[config.mk]
export PLATFORM = sky130hd
export DESIGN_NAME = spi_master_core
export DESIGN_NICKNAME = d
export VERILOG_FILES = /design/src/rtl/spim_pkg.sv /design/src/rtl/spim_baud.sv /design/src/rtl/spim_shift.sv /design/src/rtl/spim_regs.sv /design/src/rtl/spi_master_core.sv
export SDC_FILE = /design/constraint.sdc
export NUM_CORES = 1
export LEC_CHECK = 0
export BUFFER_PORTS_ARGS = -buffer_cell sky130_fd_sc_hd__buf_4
export CORE_AREA = 5 5 104 130
export CTS_CLUSTER_DIAMETER = 150
export DETAILED_ROUTE_END_ITERATION = 12
export DIE_AREA = 0 0 109 135
export PLACE_DENSITY = 0.65
export SYNTH_ARGS = -nofsm -noshare
export SYNTH_HDL_FRONTEND = slang
export SYNTH_SLANG_ARGS = --single-unit
[constraint.sdc]
create_clock -name clk -period 2.9 [get_ports clk]
set_clock_uncertainty 0.15 [all_clocks]
set_input_delay 0.145 -clock clk [delete_from_list [all_inputs] [get_ports clk]]
set_output_delay 0.145 -clock clk [all_outputs]
set_load 0.03 [all_outputs]
[src/rtl/spim_pkg.sv]
package spim_pkg;
  localparam int WORD_W   = 16;
  localparam int NARROW_W = 8;
  localparam int RATE_W   = 3;
  localparam int CNT_W    = (1 << RATE_W);
  localparam int EDGE_W   = $clog2(2 * WORD_W);
  localparam int ADDR_W   = 2;

  localparam logic [ADDR_W-1:0] A_CTRL = ADDR_W'(0);
  localparam logic [ADDR_W-1:0] A_STAT = ADDR_W'(1);
  localparam logic [ADDR_W-1:0] A_DATA = ADDR_W'(2);

  typedef logic [WORD_W-1:0] word_t;

  typedef struct packed {
    logic              rx_irq_en;
    logic              tx_irq_en;
    logic              enable;
    logic              master;
    logic              sel_int;
    logic              sel_soft;
    logic              lsb_first;
    logic              wide;
    logic              cpha;
    logic              cpol;
    logic [RATE_W-1:0] rate;
  } ctrl_t;

  localparam int CTRL_W = $bits(ctrl_t);

  // clocks per SCK level
  function automatic logic [CNT_W-1:0] half_period(input logic [RATE_W-1:0] rate);
    return CNT_W'(1) << rate;
  endfunction

  // index of the final SCK edge in a frame
  function automatic logic [EDGE_W-1:0] final_edge(input logic wide);
    return wide ? EDGE_W'(2 * WORD_W - 1) : EDGE_W'(2 * NARROW_W - 1);
  endfunction

  function automatic word_t frame_mask(input logic wide);
    return wide ? '1 : word_t'((1 << NARROW_W) - 1);
  endfunction

  // bit that goes on the wire next
  function automatic logic head_bit(input word_t w, input logic wide, input logic lsb);
    if (lsb) return w[0];
    return wide ? w[WORD_W-1] : w[NARROW_W-1];
  endfunction

  function automatic word_t advance(input word_t w, input logic lsb);
    return lsb ? (w >> 1) : (w << 1);
  endfunction

  // place a sampled bit into the receive accumulator
  function automatic word_t insert_bit(input word_t acc, input logic b,
                                       input logic wide, input logic lsb);
    word_t r;
    if (!lsb) begin
      r = {acc[WORD_W-2:0], b};
    end else begin
      r = acc >> 1;
      if (wide) r[WORD_W-1] = b;
      else      r[NARROW_W-1] = b;
    end
    return r & frame_mask(wide);
  endfunction
endpackage

[src/rtl/spim_baud.sv]
module spim_baud
  import spim_pkg::*;
(
  input  logic              clk,
  input  logic              rst_n,
  input  logic              running,
  input  logic              restart,
  input  logic [RATE_W-1:0] rate,
  output logic              tick
);
  logic [CNT_W-1:0] cnt_q;
  logic [CNT_W-1:0] top_val;

  assign top_val = half_period(rate) - CNT_W'(1);
  assign tick    = running && (cnt_q == top_val);

  always_ff @(posedge clk or negedge rst_n) begin
    if (!rst_n)                     cnt_q <= '0;
    else if (!running || restart)   cnt_q <= '0;
    else if (cnt_q == top_val)      cnt_q <= '0;
    else                            cnt_q <= cnt_q + CNT_W'(1);
  end
endmodule

[src/rtl/spim_shift.sv]
module spim_shift
  import spim_pkg::*;
(
  input  logic  clk,
  input  logic  rst_n,
  input  ctrl_t ctrl,
  input  logic  run,
  input  logic  tick,
  input  logic  tx_full,
  input  word_t tx_word,
  input  logic  miso,
  output logic  load_evt,
  output logic  frame_done,
  output word_t rx_word,
  output logic  shifting,
  output logic  sck,
  output logic  mosi
);
  logic              active_q;
  logic              sck_q;
  logic              mosi_q;
  word_t             tx_sh;
  word_t             rx_sh;
  word_t             rx_next;
  logic [EDGE_W-1:0] edge_q;
  logic              leading;
  logic              sample_now;
  logic              drive_now;

  assign leading    = ~edge_q[0];
  assign frame_done = tick && (edge_q == final_edge(ctrl.wide));
  assign sample_now = tick && (leading ^ ctrl.cpha);
  assign drive_now  = tick && !(leading ^ ctrl.cpha) && !frame_done;
  assign load_evt   = tx_full && run && (!active_q || frame_done);
  assign rx_next    = insert_bit(rx_sh, miso, ctrl.wide, ctrl.lsb_first);
  assign rx_word    = (ctrl.cpha ? rx_next : rx_sh) & frame_mask(ctrl.wide);

  assign shifting = active_q;
  assign sck      = active_q ? sck_q : ctrl.cpol;
  assign mosi     = mosi_q;

  always_ff @(posedge clk or negedge rst_n) begin
    if (!rst_n) begin
      active_q <= 1'b0;
      sck_q    <= 1'b0;
      mosi_q   <= 1'b0;
      tx_sh    <= '0;
      rx_sh    <= '0;
      edge_q   <= '0;
    end else if (load_evt) begin
      active_q <= 1'b1;
      sck_q    <= ctrl.cpol;
      edge_q   <= '0;
      rx_sh    <= '0;
      if (!ctrl.cpha) begin
        mosi_q <= head_bit(tx_word, ctrl.wide, ctrl.lsb_first);
        tx_sh  <= advance(tx_word, ctrl.lsb_first);
      end else begin
        tx_sh  <= tx_word;
      end
    end else if (frame_done) begin
      active_q <= 1'b0;
      sck_q    <= ctrl.cpol;
      edge_q   <= '0;
    end else if (tick) begin
      edge_q <= edge_q + EDGE_W'(1);
      sck_q  <= ~sck_q;
      if (sample_now) rx_sh <= rx_next;
      if (drive_now) begin
        mosi_q <= head_bit(tx_sh, ctrl.wide, ctrl.lsb_first);
        tx_sh  <= advance(tx_sh, ctrl.lsb_first);
      end
    end
  end
endmodule

[src/rtl/spim_regs.sv]
module spim_regs
  import spim_pkg::*;
(
  input  logic              clk,
  input  logic              rst_n,
  input  logic              bus_sel,
  input  logic              bus_wr,
  input  logic              bus_rd,
  input  logic [ADDR_W-1:0] bus_addr,
  input  word_t             bus_wdata,
  input  logic              load_evt,
  input  logic              frame_done,
  input  word_t             rx_word,
  input  logic              busy,
  output ctrl_t             ctrl,
  output word_t             tx_word,
  output logic              tx_full,
  output logic              rxne,
  output logic              wr_data_evt,
  output word_t             bus_rdata
);
  logic  wr_ctrl;
  logic  rd_data;
  word_t rx_buf;

  assign wr_ctrl     = bus_sel && bus_wr && (bus_addr == A_CTRL);
  assign wr_data_evt = bus_sel && bus_wr && (bus_addr == A_DATA);
  assign rd_data     = bus_sel && bus_rd && (bus_addr == A_DATA);

  always_ff @(posedge clk or negedge rst_n) begin
    if (!rst_n)       ctrl <= '0;
    else if (wr_ctrl) ctrl <= ctrl_t'(bus_wdata[CTRL_W-1:0]);
  end

  always_ff @(posedge clk or negedge rst_n) begin
    if (!rst_n) begin
      tx_word <= '0;
      tx_full <= 1'b0;
    end else if (wr_data_evt && !tx_full) begin
      tx_word <= bus_wdata;
      tx_full <= 1'b1;
    end else if (load_evt) begin
      tx_full <= 1'b0;
    end
  end

  always_ff @(posedge clk or negedge rst_n) begin
    if (!rst_n) begin
      rx_buf <= '0;
      rxne   <= 1'b0;
    end else if (frame_done) begin
      rx_buf <= rx_word;
      rxne   <= 1'b1;
    end else if (rd_data) begin
      rxne   <= 1'b0;
    end
  end

  always_comb begin
    case (bus_addr)
      A_CTRL:  bus_rdata = WORD_W'(ctrl);
      A_STAT:  bus_rdata = word_t'({busy, rxne, ~tx_full});
      A_DATA:  bus_rdata = rx_buf;
      default: bus_rdata = '0;
    endcase
  end
endmodule

[src/rtl/spi_master_core.sv]
module spi_master_core
  import spim_pkg::*;
(
  input  logic              clk,
  input  logic              rst_n,
  input  logic              bus_sel,
  input  logic              bus_wr,
  input  logic              bus_rd,
  input  logic [ADDR_W-1:0] bus_addr,
  input  logic [WORD_W-1:0] bus_wdata,
  output logic [WORD_W-1:0] bus_rdata,
  input  logic              nss_in,
  input  logic              miso,
  output logic              sck,
  output logic              mosi,
  output logic              irq_tx,
  output logic              irq_rx
);
  ctrl_t ctrl;
  word_t tx_word;
  word_t rx_word;
  logic  tx_full;
  logic  rxne;
  logic  wr_data_evt;
  logic  load_evt;
  logic  frame_done;
  logic  shifting;
  logic  tick;
  logic  run;
  logic  busy;
  logic  sel_level;

  assign sel_level = ctrl.sel_soft ? ctrl.sel_int : nss_in;
  assign run       = ctrl.enable && ctrl.master && sel_level;
  assign busy      = shifting || tx_full;
  assign irq_tx    = ctrl.tx_irq_en && !tx_full;
  assign irq_rx    = ctrl.rx_irq_en && rxne;

  spim_regs u_regs (
    .clk         (clk),
    .rst_n       (rst_n),
    .bus_sel     (bus_sel),
    .bus_wr      (bus_wr),
    .bus_rd      (bus_rd),
    .bus_addr    (bus_addr),
    .bus_wdata   (bus_wdata),
    .load_evt    (load_evt),
    .frame_done  (frame_done),
    .rx_word     (rx_word),
    .busy        (busy),
    .ctrl        (ctrl),
    .tx_word     (tx_word),
    .tx_full     (tx_full),
    .rxne        (rxne),
    .wr_data_evt (wr_data_evt),
    .bus_rdata   (bus_rdata)
  );

  spim_baud u_baud (
    .clk     (clk),
    .rst_n   (rst_n),
    .running (shifting),
    .restart (load_evt),
    .rate    (ctrl.rate),
    .tick    (tick)
  );

  spim_shift u_shift (
    .clk        (clk),
    .rst_n      (rst_n),
    .ctrl       (ctrl),
    .run        (run),
    .tick       (tick),
    .tx_full    (tx_full),
    .tx_word    (tx_word),
    .miso       (miso),
    .load_evt   (load_evt),
    .frame_done (frame_done),
    .rx_word    (rx_word),
    .shifting   (shifting),
    .sck        (sck),
    .mosi       (mosi)
  );
endmodule

==> metrics.txt <==
vias in the first global route 4306; worst slew pin tran 0.710 ns; endpoint class of the critical path flip-flop; # DRC 0; antenna violations before repair 0; Final Cycle Share 101%; Netlist Area Pre-Place 5350 sq um; sequential cell area fraction in the yosys report 44.4%; vias per cell 5.39; htree depth 3; Slew Limit Fails 0; cells after synthesis 556; RePlAce Congestion 0.806; worst hold margin 0.0344 ns; Layout Utilization 56.5%; # setup viols final 7; kind of start point of the critical path flip-flop; total power per unit cell area 839 nW/um^2; Highest Clock Rate 0.343 GHz; average size of a mapped cell 9.63 sq um; fin crit period 2.92 ns; Mapped Nets 584; Worst-path clk slew 0.07 ns; r2r setup slk -0.02 ns; starting density of the core 44.2%; total wire length 13600 um; Max Buffers Root-to-Sink 2; Final nets 654; CTS Buf Count 9; post-synthesis cell type count 53; YS warnings 0; pin count of the biggest net entering global routing 55; Leakage 3.23 nW; GRT Total Usage 18.9%; data required time of the worst path 2.99 ns; Final Power 5.74 mW; CTS tree built; failing checks negative setup slack; die area 14700 sq um; clk_lat worst skew 0.35 ns; Pre-antenna DRT Iters 4; Core Area 12100 sq um; Max-Slew Margin vs Limit 52.7%; cell taking the most area after synthesis dfrtp_1; MaxCap Viol Count 0; first-pass GRT wire length 22000 um; clk sink count 95; Ports 45; pre-CTS setup slack -0.116 ns; antenna cells 0; fillcell total 1025; RSZ-0062 raised after global routing true; Synth area leaders dfrtp_1 (44%), mux2i_1 (10%), mux2_2 (6.9%); top-area cell type share of the netlist area 44.4%; DRT iter0 DRCs 240; area delta synth->final 27.6%; Post-synth EDFFs 0; Row Count 45; Hold Path Class input pin to flip-flop; ys async rst share 100%; final-report hold violation count 0; Die Span Y 135 um; run status finished, violations left; Post-DRT Antenna Nets 0; vias 4283; Overflow after GRT 0; worst-path fanout max 7; die width 109 um; ys flop type dfrtp_1; synthesized flop and latch total 95; routed len/inst 17.2 um; root buffer cell clkbuf_16; Worst Path Arrival 3.00 ns; setup TNS -0.0816 ns; PnR worst setup slack -0.0184 ns; layout cells sized above 1 26.0%; Crit Path Class flip-flop to flip-flop; Buffers on Ports 44; Max VDD drop 0.316 mV; hpwl dp 9200 um
==> logic make-up (layout without fill, tap and decap cells) <==
group           Yosys count  after routing  share of synthesized area [%]
fa+ha+maj                 3              3                          0.701
compound gates          113            114                           14.5
mux                      93             93                           18.3
simple gates            182            182                           15.4
flops                    95             95                           44.4
buf+inv                  57            131                           4.60
xor+xnor                 13             13                           2.13
==> timing repair <==
item | CTS | global route
endpoints found under the hold margin | 83 | 0
gates cloned | 1 | 3
buffers inserted | 2 | 4
endpoints found under the setup margin | 49 | 53
pin swaps | 23 | 19
hold buffers | 19 | 0
gates resized for setup | 8 | 33
==> flip-flops by register name, summed over array words and instances, names as in the netlist <==
name and cells:
u_shift.mosi 1, u_shift.tx_sh 16, u_regs.ctrl 13, u_regs.tx_word 16, u_shift.sck_q 1, u_shift.edge_q 5, u_regs.rxne 1, u_baud.cnt_q 8
u_regs.rx_buf 16, u_shift.rx_sh 16, u_regs.tx_full 1, u_shift.shifting 1
==> area by class of cell <==
| class | count | area, sq um | share of cell area [%] |
|---|---|---|---|
| multi-input combinational | 405 | 2930 | 42.9 |
| clock inverter | 5 | 63.8 | 0.934 |
| tap | 164 | 205 | 3.00 |
| inverter | 17 | 63.8 | 0.934 |
| sequential | 95 | 2380 | 34.8 |
| clock buffer | 11 | 243 | 3.55 |
| timing repair buffer | 98 | 950 | 13.9 |
==> worst paths after layout <==
| check | startpoint | end | cells past startpoint |
|---|---|---|---|
| max | u_regs.ctrl[2]$_DFFE_PN0P_ | u_shift.rx_sh[2]$_DFFE_PN0P_ | 12 |
| min | miso | u_shift.rx_sh[0]$_DFFE_PN0P_ | 3 |
| max reg2reg | u_regs.ctrl[2]$_DFFE_PN0P_ | u_shift.rx_sh[2]$_DFFE_PN0P_ | 12 |
| min reg2reg | u_regs.rx_buf[1]$_DFFE_PN0P_ | u_regs.rx_buf[1]$_DFFE_PN0P_ | 1 |
| max in group asynchronous | rst_n | u_shift.rx_sh[14]$_DFFE_PN0P_ | 3 |
| min in group asynchronous | rst_n | u_baud.cnt_q[0]$_DFF_PN0_ | 2 |
==> stage by stage <==
step,area [sq um],instances
detailed placement,5990,750
CTS,6550,788
finish,6830,795
global route,6830,795
global placement,5990,750
floorplan,5370,556
==> layer usage <==
layer  routed length, um  vias to the layer above  share of wire, %  track usage [%]
li1                    -                     2104                 -                -
met1                6150                     2100                45             25.0
met2                6720                       64                49             30.9
met3                 531                       15               3.9             2.87
met4                 235                        0               1.7             7.51
met5                   0                        -                 0                0
==> cells in the mapped netlist (15+ instances only) <==
cell and n:
mux2_2 33, o21ai_0 27, nand3_1 28, dfrtp_1 95
o2bb2ai_1 15, nor2_1 87, clkbuf_1 22, inv_1 17
mux2i_1 54, a21oi_1 26, nand2_1 37, a211o_1 17
==> layout by cell type (no fill, tap or decap), drive strengths merged, types with 8 or more instances in the layout <==
| cell | n |
|---|---|
| o2bb2ai | 15 |
| xor2 | 8 |
| mux2 | 39 |
| mux2i | 54 |
| nor2 | 88 |
| clkbuf | 14 |
| nand3 | 28 |
| dlygate4sd3 | 19 |
| a21oi | 26 |
| a211o | 17 |
| dfrtp | 95 |
| nand2 | 37 |
| o21ai | 30 |
| buf | 76 |
| inv | 20 |
==> power breakdown <==
part	internal, mW	switching (mW)	total, mW
registers	1.73	0.472	2.20
clock network	0.703	0.546	1.25
logic	1.13	1.16	2.29
total	3.56	2.18	5.74
==> critical path: stages (launching register included) <==
cell and delay, ns:
dfrtp_1 0.38, or3_4 0.41, ha_4 0.19, buf_6 0.12
xor2_2 0.14, a21o_1 0.16, a32o_2 0.25, nor2_4 0.14
buf_12 0.12, nand4_4 0.15, o21a_4 0.30, clkbuf_16 0.17
o2bb2ai_2 0.12
No activity file was read; power rests on OpenSTA's default activity.
